$ cat src/rtl/baud_div_pkg.sv
`timescale 1ns/1ps
package baud_div_pkg;

    localparam int DIV_W   = 16;
    localparam int BYTE_W  = 8;
    localparam int N_BYTES = DIV_W / BYTE_W;
    localparam int SEL_W   = (N_BYTES > 1) ? $clog2(N_BYTES) : 1;
    localparam int NORM_LOW = 2;   // low pulse intervals for divisors >= 3

    typedef logic [DIV_W-1:0] div_t;

    typedef enum logic [1:0] {
        MODE_DIV3 = 2'd0,   // divisor 0: fixed divide by 3
        MODE_INV  = 2'd1,   // divisor 1: toggle every pulse
        MODE_HALF = 2'd2,   // divisor 2: 50% duty divide by 2
        MODE_NORM = 2'd3    // divisor >= 3: low for NORM_LOW pulses
    } wave_mode_e;

    typedef struct packed {
        wave_mode_e mode;
        div_t       period;
    } wave_cfg_t;

    function automatic wave_cfg_t cfg_of(div_t d);
        wave_cfg_t c;
        c.period = d;
        if (d == div_t'(0)) begin
            c.mode   = MODE_DIV3;
            c.period = div_t'(3);
        end else if (d == div_t'(1)) begin
            c.mode = MODE_INV;
        end else if (d == div_t'(2)) begin
            c.mode = MODE_HALF;
        end else begin
            c.mode = MODE_NORM;
        end
        return c;
    endfunction

    function automatic logic low_at(wave_mode_e m, div_t ph);
        logic lo;
        case (m)
            MODE_NORM: lo = (ph < div_t'(NORM_LOW));
            default:   lo = (ph == div_t'(0));
        endcase
        return lo;
    endfunction

endpackage

$ cat src/rtl/baud_div_latch.sv
`timescale 1ns/1ps
module baud_div_latch
    import baud_div_pkg::*;
(
    input  logic              clk,
    input  logic              rst,
    input  logic              wr_en,
    input  logic [SEL_W-1:0]  wr_sel,
    input  logic [BYTE_W-1:0] wr_data,
    output div_t              divisor,
    output logic              reload
);

    logic [BYTE_W-1:0] bytes_q [N_BYTES];

    for (genvar i = 0; i < N_BYTES; i++) begin : g_byte
        always_ff @(posedge clk) begin
            if (rst)
                bytes_q[i] <= '0;
            else if (wr_en && (wr_sel == SEL_W'(i)))
                bytes_q[i] <= wr_data;
        end

        assign divisor[i*BYTE_W +: BYTE_W] = bytes_q[i];

        // a write lands in the selected byte only
        a_r2_byte_lands: assert property (@(posedge clk) disable iff (rst)
            ($past(wr_en && (wr_sel == SEL_W'(i))) && !$past(rst))
                |-> (bytes_q[i] == $past(wr_data)));
        a_r2_byte_kept: assert property (@(posedge clk) disable iff (rst)
            (!$past(wr_en && (wr_sel == SEL_W'(i))) && !$past(rst))
                |-> $stable(bytes_q[i]));
    end

    assign reload = wr_en;

endmodule

$ cat src/rtl/baud_div_counter.sv
`timescale 1ns/1ps
module baud_div_counter
    import baud_div_pkg::*;
(
    input  logic clk,
    input  logic rst,
    input  logic reload,
    input  logic step,
    input  div_t period,
    output div_t phase,
    output div_t phase_nxt,
    output logic wrap
);

    div_t phase_q;

    always_comb begin
        wrap = step && (phase_q == period - div_t'(1));
        if (reload || wrap)
            phase_nxt = '0;
        else if (step)
            phase_nxt = phase_q + div_t'(1);
        else
            phase_nxt = phase_q;
    end

    always_ff @(posedge clk) begin
        if (rst)
            phase_q <= '0;
        else
            phase_q <= phase_nxt;
    end

    assign phase = phase_q;

    // the phase never reaches the programmed period
    a_r4_phase_in_period: assert property (@(posedge clk) disable iff (rst)
        phase_q < period);

    // a pulse that arrives with a write is not counted
    a_r9_write_wins: assert property (@(posedge clk) disable iff (rst)
        ($past(reload) && !$past(rst)) |-> (phase_q == div_t'(0)));

endmodule

$ cat src/rtl/baud_div_shaper.sv
`timescale 1ns/1ps
module baud_div_shaper
    import baud_div_pkg::*;
(
    input  logic       clk,
    input  logic       rst,
    input  logic       reload,
    input  logic       step,
    input  logic       wrap,
    input  wave_mode_e mode,
    input  div_t       phase_nxt,
    output logic       div_out,
    output logic       tick
);

    logic level_q;
    logic tick_q;

    always_ff @(posedge clk) begin
        if (rst || reload) begin
            level_q <= 1'b0;
            tick_q  <= 1'b0;
        end else begin
            tick_q <= wrap;
            if (step) begin
                if (mode == MODE_INV)
                    level_q <= ~level_q;
                else
                    level_q <= ~low_at(mode, phase_nxt);
            end
        end
    end

    assign div_out = level_q;
    assign tick    = tick_q;

    // a tick only follows a counted pulse
    a_r8_tick_after_pulse: assert property (@(posedge clk) disable iff (rst)
        tick_q |-> $past(step));

    // the waveform holds when nothing happened
    a_r8_level_holds: assert property (@(posedge clk) disable iff (rst)
        (!$past(step) && !$past(reload) && !$past(rst)) |-> $stable(level_q));

    // divisor 1 inverts on every counted pulse
    a_r7_inverts: assert property (@(posedge clk) disable iff (rst)
        ($past(step) && !$past(rst) && (mode == MODE_INV))
            |-> (level_q != $past(level_q)));

endmodule

$ cat src/rtl/baud_div_top.sv
`timescale 1ns/1ps
module baud_div_top
    import baud_div_pkg::*;
(
    input  logic              clk,
    input  logic              rst,
    input  logic              ref_en,
    input  logic              wr_en,
    input  logic [SEL_W-1:0]  wr_sel,
    input  logic [BYTE_W-1:0] wr_data,
    output logic              div_out,
    output logic              baud_tick
);

    div_t      divisor;
    logic      reload;
    logic      step;
    wave_cfg_t cfg;
    div_t      phase;
    div_t      phase_nxt;
    logic      wrap;

    baud_div_latch u_latch (
        .clk     (clk),
        .rst     (rst),
        .wr_en   (wr_en),
        .wr_sel  (wr_sel),
        .wr_data (wr_data),
        .divisor (divisor),
        .reload  (reload)
    );

    assign cfg  = cfg_of(divisor);
    assign step = ref_en && !reload;

    baud_div_counter u_counter (
        .clk       (clk),
        .rst       (rst),
        .reload    (reload),
        .step      (step),
        .period    (cfg.period),
        .phase     (phase),
        .phase_nxt (phase_nxt),
        .wrap      (wrap)
    );

    baud_div_shaper u_shaper (
        .clk       (clk),
        .rst       (rst),
        .reload    (reload),
        .step      (step),
        .wrap      (wrap),
        .mode      (cfg.mode),
        .phase_nxt (phase_nxt),
        .div_out   (div_out),
        .tick      (baud_tick)
    );

    // a write restarts the period with the output low and no tick
    a_r3_restart: assert property (@(posedge clk) disable iff (rst)
        ($past(wr_en) && !$past(rst))
            |-> ((phase == div_t'(0)) && !baud_tick && !div_out));

    // reset leaves both outputs low
    a_r1_reset_quiet: assert property (@(posedge clk)
        $past(rst) |-> (!div_out && !baud_tick));

endmodule

$ cat config.mk
export PLATFORM = sky130hd
export DESIGN_NAME = baud_div_top
export DESIGN_NICKNAME = d
export VERILOG_FILES = /design/src/rtl/baud_div_pkg.sv /design/src/rtl/baud_div_latch.sv /design/src/rtl/baud_div_counter.sv /design/src/rtl/baud_div_shaper.sv /design/src/rtl/baud_div_top.sv
export SDC_FILE = /design/constraint.sdc
export NUM_CORES = 1
export LEC_CHECK = 0
export ABC_AREA = 1
export BUFFER_PORTS_ARGS = -buffer_cell sky130_fd_sc_hd__clkbuf_2
export CORE_ASPECT_RATIO = 0.9
export CORE_MARGIN = 4
export CORE_UTILIZATION = 30
export CTS_BUF_LIST = sky130_fd_sc_hd__clkbuf_16
export DETAILED_ROUTE_END_ITERATION = 12
export SLEW_MARGIN = 20
export SYNTH_ARGS = -nofsm -noshare
export SYNTH_HDL_FRONTEND = slang
export SYNTH_SLANG_ARGS = --single-unit
export TNS_END_PERCENT = 1
$ cat constraint.sdc
create_clock -name clk -period 3.6 [get_ports clk]
set_input_delay 0.72 -clock clk [delete_from_list [all_inputs] [get_ports clk]]
set_output_delay 0.72 -clock clk [all_outputs]
set_load 0.02 [all_outputs]
==> impl_metrics.py, run 1 <==
metrics = {
    "sta": {
        "setup_ws_ns": 0.598,
        "max_slew_margin_pct": 49.8,
        "finalMaxSlewViolations": 0,
        "setup_viol": 0,
        "worst_pin_slew_ns": 0.734,
        "fin_tns_setup_ns": 0,
        "fin_crit_sh_pct": 83.4,
        "min_period_ns": 3.00,
        "fmax_mhz": 333,
        "skew_ns": 0.00250,
        "rsz0062_at_grt": "false",
        "hold_violations": 0,
        "holdWs_ns": 0.602,
    },
    "critical_path": {
        "rrSetupSlack_ns": 0.60,
        "max_stage_delay_ns": 0.48,
        "cp_common_cell": "nand2_1",
        "slowest_stage": "edfxtp_1",
        "worstSetupEndpointType": "flop",
        "arrival_ns": 3.17,
        "r2r_start": "u_latch.bytes_q[0][4]",
        "path_class": "reg2reg",
        "crit_fanout": 10,
        "r2r_end": "u_shaper.div_out",
        "r2r_cells": 23,
        "cp_data_required_time_ns": 3.77,
        "worstPathCellList": "nor2_4, nand2_4, nor2_4, nand2_4, nand2_2, inv_1, ha_1, nand2_4, clkinv_2, nand3_1, nand2_1, nand2_1, nand3_1, nor2_1, nand2_1, nor2_2, nand3_4, o211ai_1, nand2_1, nor2_1, nand3_1, nand2_1, a21oi_2",
        "start_kind": "flop",
    },
    "clock_network": {
        "clock_latency_ns": 0.28,
        "clock_sinks": 34,
        "htree_num_levels": 2,
        "post_cts_resized": 0,
        "ctsHoldBuffers": 0,
        "clock_tree.buffer_depth": 2,
        "cts_buffers": 5,
        "cts.reportedPaths.clkPinSlew_ns": 0.05,
        "cts_root_buffer": "clkbuf_16",
        "cts_post_setup_buffers_inserted": 0,
        "cts_tree": "built",
    },
    "logic_synthesis": {
        "syn_nets": 322,
        "yosys-top-cells-count": "nand2_1 (61), nor2_1 (53), inv_1 (40)",
        "synth_edf_count": 16,
        "syn_inst": 307,
        "ys_async_sr_fraction_pct": 0,
        "yosysTopAreaCell": "edfxtp_1",
        "synth.distinct_cells": 33,
        "synth-warning-count": 0,
        "synth_seq_area_share_pct": 36.5,
        "synth_ff_type": "dfxtp_1",
        "synth_top_cell_area_share_pct": 20.9,
        "synth_most_common_cell": "nand2_1",
        "avgSynthCellArea_um2": 7.50,
        "synth_area_leaders": "edfxtp_1 (21%), dfxtp_1 (16%), nand2_1 (9.9%)",
        "synth_seq_cells": 34,
        "synthesis.area_um2": 2300,
    },
    "floorplanning": {
        "boundaryPins": 15,
        "core_area_um2": 7510,
        "fp-row-count": 30,
        "dieArea_um2": 9140,
        "start_util_pct": 30.7,
        "dieWidth_um": 100,
        "die_h_um": 91.1,
    },
    "layout": {
        "final_area_um2": 2630,
        "nets": 343,
        "drive_above_1_share_pct": 16.8,
        "seq_area_um2": 841,
        "antenna_cells": 0,
        "final_cell_count_no_fill": 424,
        "fillers": 800,
        "multi_input_area_um2": 1280,
        "postLayoutCoreUtil_pct": 35.1,
        "layout-area-overhead-vs-synth_pct": 14.3,
    },
    "pwr": {
        "peakVddDrop_mv": 0.145,
        "power_density_nw_per_um2": 368,
        "p_leak_nw": 1.16,
        "power.total_mw": 0.969,
    },
    "routing": {
        "drcViolationCount": 0,
        "final_antenna_net_count": 0,
        "drt-pass1-iter-count": 4,
        "num_vias": 1899,
        "wl_per_cell_um": 12.5,
        "routed_wl_mm": 5.31,
        "viasPerCell": 4.48,
        "initialDrtViolationCount": 103,
    },
    "placement": {
        "gp_congestion": 0.888,
        "dp_cells": 417,
        "dp_slack_ns": 0.638,
        "placedInstanceArea_um2": 2500,
        "dp_hpwl_mm": 4.30,
        "io_buffers": 14,
    },
    "status": {
        "status": "finished, final reports clean",
    },
    "global_route": {
        "grt_max_degree": 19,
        "antenna_found_initial": 0,
        "grt_usage_pct": 12.5,
        "grt_pass1_wl_mm": 9.07,
        "grt_overflow": 0,
        "grt_pass1_vias": 1948,
    },
    "job": {
        "maxCapViolCount": 0,
    },
    "hold_path": {
        "hp-start": "u_shaper.div_out",
        "min_path_type": "reg2reg",
        "hold_path_depth": 2,
        "hold_path_end": "u_shaper.div_out",
    },
}
-- final cells by class --
class / count / area share [%]
multi-input cells: 227 / 48.8
flip-flops and latches: 34 / 31.9
inverters: 44 / 6.42
clock buffers: 5 / 4.75
well taps: 96 / 4.56
repair buffers: 16 / 3.23
clock inverters: 2 / 0.285
-- critical path: cells and delay by family, from the launching register on --
| kind | cells | cell delay [ns] |
|---|---|---|
| AOI/OAI and AO/OA | 2 | 0.17 |
| adders and majority gates | 1 | 0.24 |
| buffers and inverters | 2 | 0.12 |
| DFF | 1 | 0.48 |
| and+or+nand+nor | 18 | 1.88 |
-- how the worst max path moves through the flow --
stage | startpoint | to | slack, ns | depth (start not counted)
CTS | u_latch.bytes_q[0][4] | u_shaper.div_out | 0.62 | 23
global route | u_latch.bytes_q[1][5] | u_shaper.div_out | 0.32 | 23
floorplan | u_latch.bytes_q[0][4] | u_shaper.div_out | 0.95 | 23
detailed placement | u_latch.bytes_q[0][4] | u_shaper.div_out | 0.64 | 23
finish | u_latch.bytes_q[0][4] | u_shaper.div_out | 0.60 | 23
global placement | u_latch.bytes_q[0][4] | u_shaper.div_out | 0.62 | 23
-- cells in the final DEF (no fill, tap or decap), types with 4 or more instances in the layout --
master     synthesis  final
nand2_1           61     61
nor2_1            53     53
inv_1             40     41
xor2_1            20     20
nand3_1           18     18
dfxtp_1           18     18
edfxtp_1          16     16
clkbuf_2           0     14
nor2_2            10     10
xnor2_1           10     10
nor3_1             9      9
nand4_1            8      8
o211ai_1           6      6
nor2_4             5      5
clkbuf_16          0      5
nand2_2            4      4
nand2_4            4      4
-- state kept, by name, indices dropped and copies added, names as in the netlist --
register	count
u_counter.phase	16
u_latch.bytes_q	16
u_shaper.div_out	1
u_shaper.tick	1
-- per-layer routing --
metal	track usage (%)	vias to the layer above	share of wire, %
met5	0	-	0
met4	4.83	0	1.6
met3	2.46	8	2.4
met2	20.2	26	47
met1	16.3	843	49
li1	-	1022	-
-- cells by family (layout without fill, tap and decap cells) --
logic type | Yosys count | after routing | synth area share [%]
compound gates | 16 | 16 | 5.16
xor+xnor | 30 | 30 | 11.4
fa+ha+maj | 2 | 2 | 1.09
buf+inv | 46 | 67 | 7.66
flops | 34 | 34 | 36.5
simple gates | 179 | 179 | 38.2
-- power by group --
part / internal, mW / total [mW] / switching [mW]
Sequential: 0.423 / 0.442 / 0.0196
Combinational: 0.0447 / 0.127 / 0.0819
Clock: 0.248 / 0.400 / 0.153
Total: 0.715 / 0.969 / 0.254
No activity file was read; power rests on OpenSTA's default activity.
==> inputs of run 2 (changes only) <==
--- a/config.mk
+++ b/config.mk
@@ -5,7 +5,7 @@
 export SDC_FILE = /design/constraint.sdc
 export NUM_CORES = 1
 export LEC_CHECK = 0
-export ABC_AREA = 1
+export ABC_AREA = 0
 export BUFFER_PORTS_ARGS = -buffer_cell sky130_fd_sc_hd__clkbuf_2
 export CORE_ASPECT_RATIO = 0.9
 export CORE_MARGIN = 4
==> constraint.sdc (replaced) <==
create_clock -name clk -period 3 [get_ports clk]
set_input_delay 0.6 -clock clk [delete_from_list [all_inputs] [get_ports clk]]
set_output_delay 0.6 -clock clk [all_outputs]
set_load 0.02 [all_outputs]
==> run 2 against run 1 <==
  * Synthesized cell count is 12% lower
  * Highest routed layer unchanged
  * Power is 22% higher
  * Global-route usage hardly changed
  * The run now ends with setup timing left
  * Register-to-register slack worse by 1.0 ns
==> impl_metrics.py, run 2 <==
metrics = {
    "status": {
        "status": "finished, violations left",
        "violations": "setup timing",
    },
    "pwr": {
        "pwr-share-comb_pct": 15.8,
        "p_seq_share_pct": 43.5,
        "p_int_mw": 0.895,
        "power_density_nw_per_um2": 412,
        "switching_share_pct": 24.6,
        "pwr-share-clk_pct": 40.7,
        "p_leak_nw": 1.03,
        "p_sw_mw": 0.292,
        "peakVddDrop_mv": 0.256,
    },
    "layout": {
        "drive_above_1_share_pct": 24.8,
        "antenna_cells": 0,
        "seq_area_um2": 841,
        "layout-area-overhead-vs-synth_pct": 24.6,
        "final_cell_mix": "nor2_1 (32), buf_4 (32), and2_1 (20)",
        "nets": 321,
        "final_area_um2": 2880,
        "final_cell_count_no_fill": 403,
        "fillers": 771,
        "multi_input_area_um2": 1420,
    },
    "placement": {
        "dp_hpwl_mm": 4.35,
        "dp_slack_ns": -0.571,
        "gp_congestion": 0.808,
        "dp_cells": 392,
        "placedInstanceArea_um2": 2680,
        "io_buffers": 14,
    },
    "sta": {
        "fin_tns_setup_ns": -6.89,
        "min_period_ns": 3.41,
        "setup_ws_ns": -0.414,
        "max_slew_margin_pct": 61.5,
        "hold_violations": 0,
        "skew_ns": 0.00584,
        "finalMaxSlewViolations": 0,
        "fmax_mhz": 293,
        "fin_crit_sh_pct": 114,
        "holdWs_ns": 0.594,
        "setup_viol": 18,
        "worst_pin_slew_ns": 0.576,
        "rsz0062_at_grt": "true",
    },
    "logic_synthesis": {
        "synth.distinct_cells": 54,
        "synthesis.area_um2": 2310,
        "synth_top_cell_area_share_pct": 20.8,
        "ys_async_sr_fraction_pct": 0,
        "synth_area_leaders": "edfxtp_1 (21%), dfxtp_1 (16%), xnor2_1 (7.2%)",
        "yosysTopAreaCell": "edfxtp_1",
        "avgSynthCellArea_um2": 8.59,
        "synth_edf_count": 16,
        "synth_seq_cells": 34,
        "synth_ff_type": "dfxtp_1",
        "synth_seq_area_share_pct": 36.4,
        "yosys-top-cells-count": "nor2_1 (33), and2_1 (20), xnor2_1 (19)",
        "synth_most_common_cell": "nor2_1",
        "syn_nets": 284,
        "synth-warning-count": 0,
        "syn_inst": 269,
    },
    "routing": {
        "drcViolationCount": 0,
        "final_antenna_net_count": 0,
        "wl_per_cell_um": 13.9,
        "viasPerCell": 5.13,
        "num_vias": 2068,
        "drt-pass1-iter-count": 4,
        "initialDrtViolationCount": 119,
        "routed_wl_mm": 5.60,
    },
    "floorplanning": {
        "boundaryPins": 15,
        "die_h_um": 91.2,
        "dieWidth_um": 100,
        "dieArea_um2": 9170,
        "start_util_pct": 30.8,
        "core_area_um2": 7510,
        "fp-row-count": 30,
    },
    "critical_path": {
        "crit_fanout": 6,
        "max_stage_delay_ns": 0.55,
        "rrSetupSlack_ns": -0.41,
        "slowest_stage": "or4_4",
        "cp_common_cell": "or4_4",
        "worstSetupEndpointType": "flop",
        "worstPathCellList": "or4_4, or4_4, nor2_4, nor2_1, ha_2, o21ba_4, a221oi_2, a31oi_1, a2111oi_2, o2111ai_2, o21ai_4, buf_6, a21oi_1",
        "arrival_ns": 3.57,
        "path_class": "reg2reg",
        "start_kind": "flop",
        "cp_data_required_time_ns": 3.16,
    },
    "global_route": {
        "grt_overflow": 0,
        "grt.met1_usage_pct": 17.4,
        "grt.met3_usage_pct": 2.84,
        "antenna_found_initial": 0,
        "grt_usage_pct": 12.5,
        "grt_pass1_vias": 1911,
        "grt.busiest_layer": "met2",
        "grt_max_degree": 11,
        "grt_pass1_wl_mm": 9.11,
        "use_met2_pct": 19.5,
    },
    "clock_network": {
        "clock_latency_ns": 0.28,
        "htree_num_levels": 2,
        "cts.reportedPaths.clkPinSlew_ns": 0.05,
        "cts_tree": "built",
        "cts_root_buffer": "clkbuf_16",
        "cts_buffers": 5,
        "clock_tree.buffer_depth": 2,
        "clock_sinks": 34,
    },
    "hold_path": {
        "min_path_type": "reg2reg",
    },
    "job": {
        "maxCapViolCount": 0,
    },
}
## run 2: cells by family after synthesis
group                      after synthesis  synth area share (%)
and+or+nand+nor                        133                  31.9
AOI/OAI and AO/OA                       41                  12.6
DFF                                     34                  36.4
xor gates and xnor gates                33                  12.5
buffers and inverters                   23                  4.17
muxes                                    3                  1.30
adders and majority gates                2                  1.08
## run 2: final cells by class
type / count / share of cell area [%]
sequential: 34 / 29.2
timing repair buffer: 49 / 12.0
tap: 96 / 4.17
clock buffer: 5 / 4.35
inverter: 4 / 0.522
multi-input combinational: 212 / 49.4
clock inverter: 3 / 0.391
## run 2: metal layers
layer	vias up	part of all wire [%]
li1	1045	-
met1	985	51
met2	33	44
met3	5	3.4
met4	0	0.79
met5	-	0
## run 2: path summary, 6_finish.rpt
check                                            from                   to  cells after the start
worst min register to register     u_counter.phase[1]   u_counter.phase[1]                      2
worst max register to register  u_latch.bytes_q[0][6]  u_counter.phase[11]                     13
worst max-delay path            u_latch.bytes_q[0][6]  u_counter.phase[11]                     13
worst min-delay path               u_counter.phase[1]   u_counter.phase[1]                      2
## run 2: critical path, delay by kind of cell, from the launching register on
| family | cells | cell delay, ns |
|---|---|---|
| fa+ha+maj | 1 | 0.21 |
| simple gates | 4 | 1.22 |
| compound gates | 7 | 1.34 |
| buf+inv | 1 | 0.15 |
| flops | 1 | 0.38 |
## run 2: metrics by stage
step	util, %	total power, mW
floorplan	-	0.633
global placement	35.7	0.698
detailed placement	35.7	0.701
CTS	38.0	1.19
global route	38.3	1.23
finish	38.3	1.19
## run 2: power groups by stage
stage	registers (mW)	logic (mW)	clock network (mW)
3_3_place_gp	0.524	0.174	0
6_report	0.517	0.187	0.483
5_1_grt	0.518	0.205	0.507
4_1_cts	0.516	0.183	0.494
3_5_place_dp	0.525	0.175	0
2_1_floorplan	0.529	0.104	0
## run 2: what timing repair did
action,in CTS,in global routing
setup buffers,2,1
pin swaps,14,3
endpoints found under the setup margin,18,18
hold buffers,0,0
gates resized for setup,6,4
==> inputs of run 3 (changes only) <==
--- a/config.mk
+++ b/config.mk
@@ -9,7 +9,7 @@
 export BUFFER_PORTS_ARGS = -buffer_cell sky130_fd_sc_hd__clkbuf_2
 export CORE_ASPECT_RATIO = 0.9
 export CORE_MARGIN = 4
-export CORE_UTILIZATION = 30
+export CORE_UTILIZATION = 45
 export CTS_BUF_LIST = sky130_fd_sc_hd__clkbuf_16
 export DETAILED_ROUTE_END_ITERATION = 12
 export SLEW_MARGIN = 20
==> run 3 against run 2 <==
  * The flow still finishes with violations (setup timing)
  * First-iteration DRC count is 18% lower
  * Cell count is 8.2% lower
  * Clock skew is 0.00079 ns lower
  * Critical path depth stayed put
  * Sequential share of layout area is 0.48 points higher
  * Largest cell class unchanged
==> impl_metrics.py, run 3 (synthesis results as in run 2) <==
metrics = {
    "status": {
        "status": "finished, violations left",
        "violations": "setup timing",
    },
    "layout": {
        "nets": 319,
        "postLayoutCoreUtil_pct": 57.8,
        "layout-area-overhead-vs-synth_pct": 22.6,
        "drive_above_1_share_pct": 24.3,
        "antenna_cells": 0,
        "final_cell_count_no_fill": 370,
        "final_area_um2": 2830,
        "final_cell_mix": "nor2_1 (32), buf_4 (32), and2_1 (20)",
        "fillers": 443,
    },
    "critical_path": {
        "crit_fanout": 10,
        "arrival_ns": 3.54,
        "r2r_cells": 13,
        "path_class": "reg2reg",
        "r2r_start": "u_latch.bytes_q[1][2]",
        "r2r_end": "u_counter.phase[11]",
        "start_kind": "flop",
        "rrSetupSlack_ns": -0.39,
        "cp_data_required_time_ns": 3.15,
        "worstSetupEndpointType": "flop",
    },
    "hold_path": {
        "hold_path_end": "u_counter.phase[1]",
        "min_path_type": "reg2reg",
        "hp-start": "u_counter.phase[1]",
        "hold_path_depth": 2,
    },
    "clock_network": {
        "cts_tree": "built",
        "clock_tree.buffer_depth": 2,
        "cts_post_setup_buffers_inserted": 0,
        "clock_sinks": 34,
        "cts_root_buffer": "clkbuf_16",
        "htree_num_levels": 2,
        "cts_buffers": 5,
        "ctsHoldBuffers": 0,
        "cts.reportedPaths.clkPinSlew_ns": 0.06,
        "clock_latency_ns": 0.28,
    },
    "placement": {
        "gp_congestion": 0.896,
        "io_buffers": 14,
        "dp_hpwl_mm": 4.44,
        "dp_cells": 362,
        "placedInstanceArea_um2": 2650,
    },
    "global_route": {
        "grt_usage_pct": 18.1,
        "grt_pass1_vias": 1909,
        "grt_pass1_wl_mm": 9.34,
        "grt_max_degree": 13,
        "grt_overflow": 0,
        "antenna_found_initial": 0,
    },
    "sta": {
        "fmax_mhz": 295,
        "worst_pin_slew_ns": 0.718,
        "holdWs_ns": 0.585,
        "hold_violations": 0,
        "min_period_ns": 3.39,
        "skew_ns": 0.00505,
        "rsz0062_at_grt": "true",
        "setup_ws_ns": -0.393,
        "finalMaxSlewViolations": 0,
        "fin_crit_sh_pct": 113,
        "max_slew_margin_pct": 52.0,
        "setup_viol": 18,
    },
    "floorplanning": {
        "core_area_um2": 4890,
        "boundaryPins": 15,
        "start_util_pct": 47.2,
        "dieArea_um2": 6340,
        "fp-row-count": 24,
        "die_h_um": 76.0,
        "dieWidth_um": 83.5,
    },
    "routing": {
        "wl_per_cell_um": 15.3,
        "drcViolationCount": 0,
        "drt-pass1-iter-count": 4,
        "viasPerCell": 5.56,
        "routed_wl_mm": 5.68,
        "final_antenna_net_count": 0,
        "num_vias": 2059,
        "initialDrtViolationCount": 98,
    },
    "pwr": {
        "power_density_nw_per_um2": 426,
        "p_leak_nw": 1.02,
        "power.total_mw": 1.21,
        "peakVddDrop_mv": 0.312,
    },
    "job": {
        "maxCapViolCount": 0,
    },
}
run 3: area by class of cell:
cell class	count	area, um^2	area share, %
Clock buffer	5	125	4.42
Clock inverter	3	21.3	0.751
Inverter	4	15.0	0.530
Multi-Input combinational cell	212	1430	50.4
Sequential cell	34	841	29.7
Tap cell	65	81.3	2.87
Timing Repair Buffer	47	322	11.4
run 3: how the worst max path moves through the flow:
stage | startpoint | end | slack, ns | cells past startpoint
5_1_grt | u_latch.bytes_q[1][2] | u_counter.phase[11] | -0.60 | 13
6_report | u_latch.bytes_q[1][2] | u_counter.phase[11] | -0.39 | 13
2_1_floorplan | u_latch.bytes_q[0][7] | u_counter.phase[0] | -0.58 | 14
4_1_cts | u_latch.bytes_q[1][4] | u_counter.phase[11] | -0.46 | 13
3_3_place_gp | u_latch.bytes_q[1][4] | u_counter.phase[11] | -0.51 | 13
3_5_place_dp | u_latch.bytes_q[1][4] | u_counter.phase[11] | -0.57 | 13
run 3: routing by layer:
| metal | share of wire [%] | track usage [%] | up-vias |
|---|---|---|---|
| li1 | - | - | 1036 |
| met1 | 50 | 25.5 | 979 |
| met2 | 45 | 27.7 | 35 |
| met3 | 3.4 | 3.36 | 9 |
| met4 | 1.4 | 6.27 | 0 |
| met5 | 0 | 0 | - |
run 3: worst max-delay path: stages (launching register included):
cell	delay, ns
edfxtp_1	0.38
or4_4	0.55
or4_4	0.52
nor2_4	0.12
nor2_1	0.05
ha_2	0.21
o21ba_4	0.20
a221oi_2	0.24
a31oi_1	0.10
a2111oi_2	0.28
o2111ai_2	0.21
o21ai_4	0.20
buf_6	0.16
a21oi_1	0.05
run 3: power by group:
| group | switching, mW | internal, mW |
|---|---|---|
| Sequential | 0.0111 | 0.506 |
| Combinational | 0.0980 | 0.0857 |
| Clock | 0.198 | 0.307 |
run 3: timing repair:
action / 4_1_cts / 5_1_grt
setup endpoints to repair: 18 / 18
hold endpoints to repair: 0 / 0
pin swaps: 4 / 2
gates resized for setup: 5 / 3
run 3: per-stage QoR:
step | setup TNS (ns) | worst slack [ns]
floorplan | -9.30 | -0.584
global placement | -8.71 | -0.512
detailed placement | -9.59 | -0.569
CTS | -7.91 | -0.464
global route | -10.18 | -0.601
finish | -6.56 | -0.393
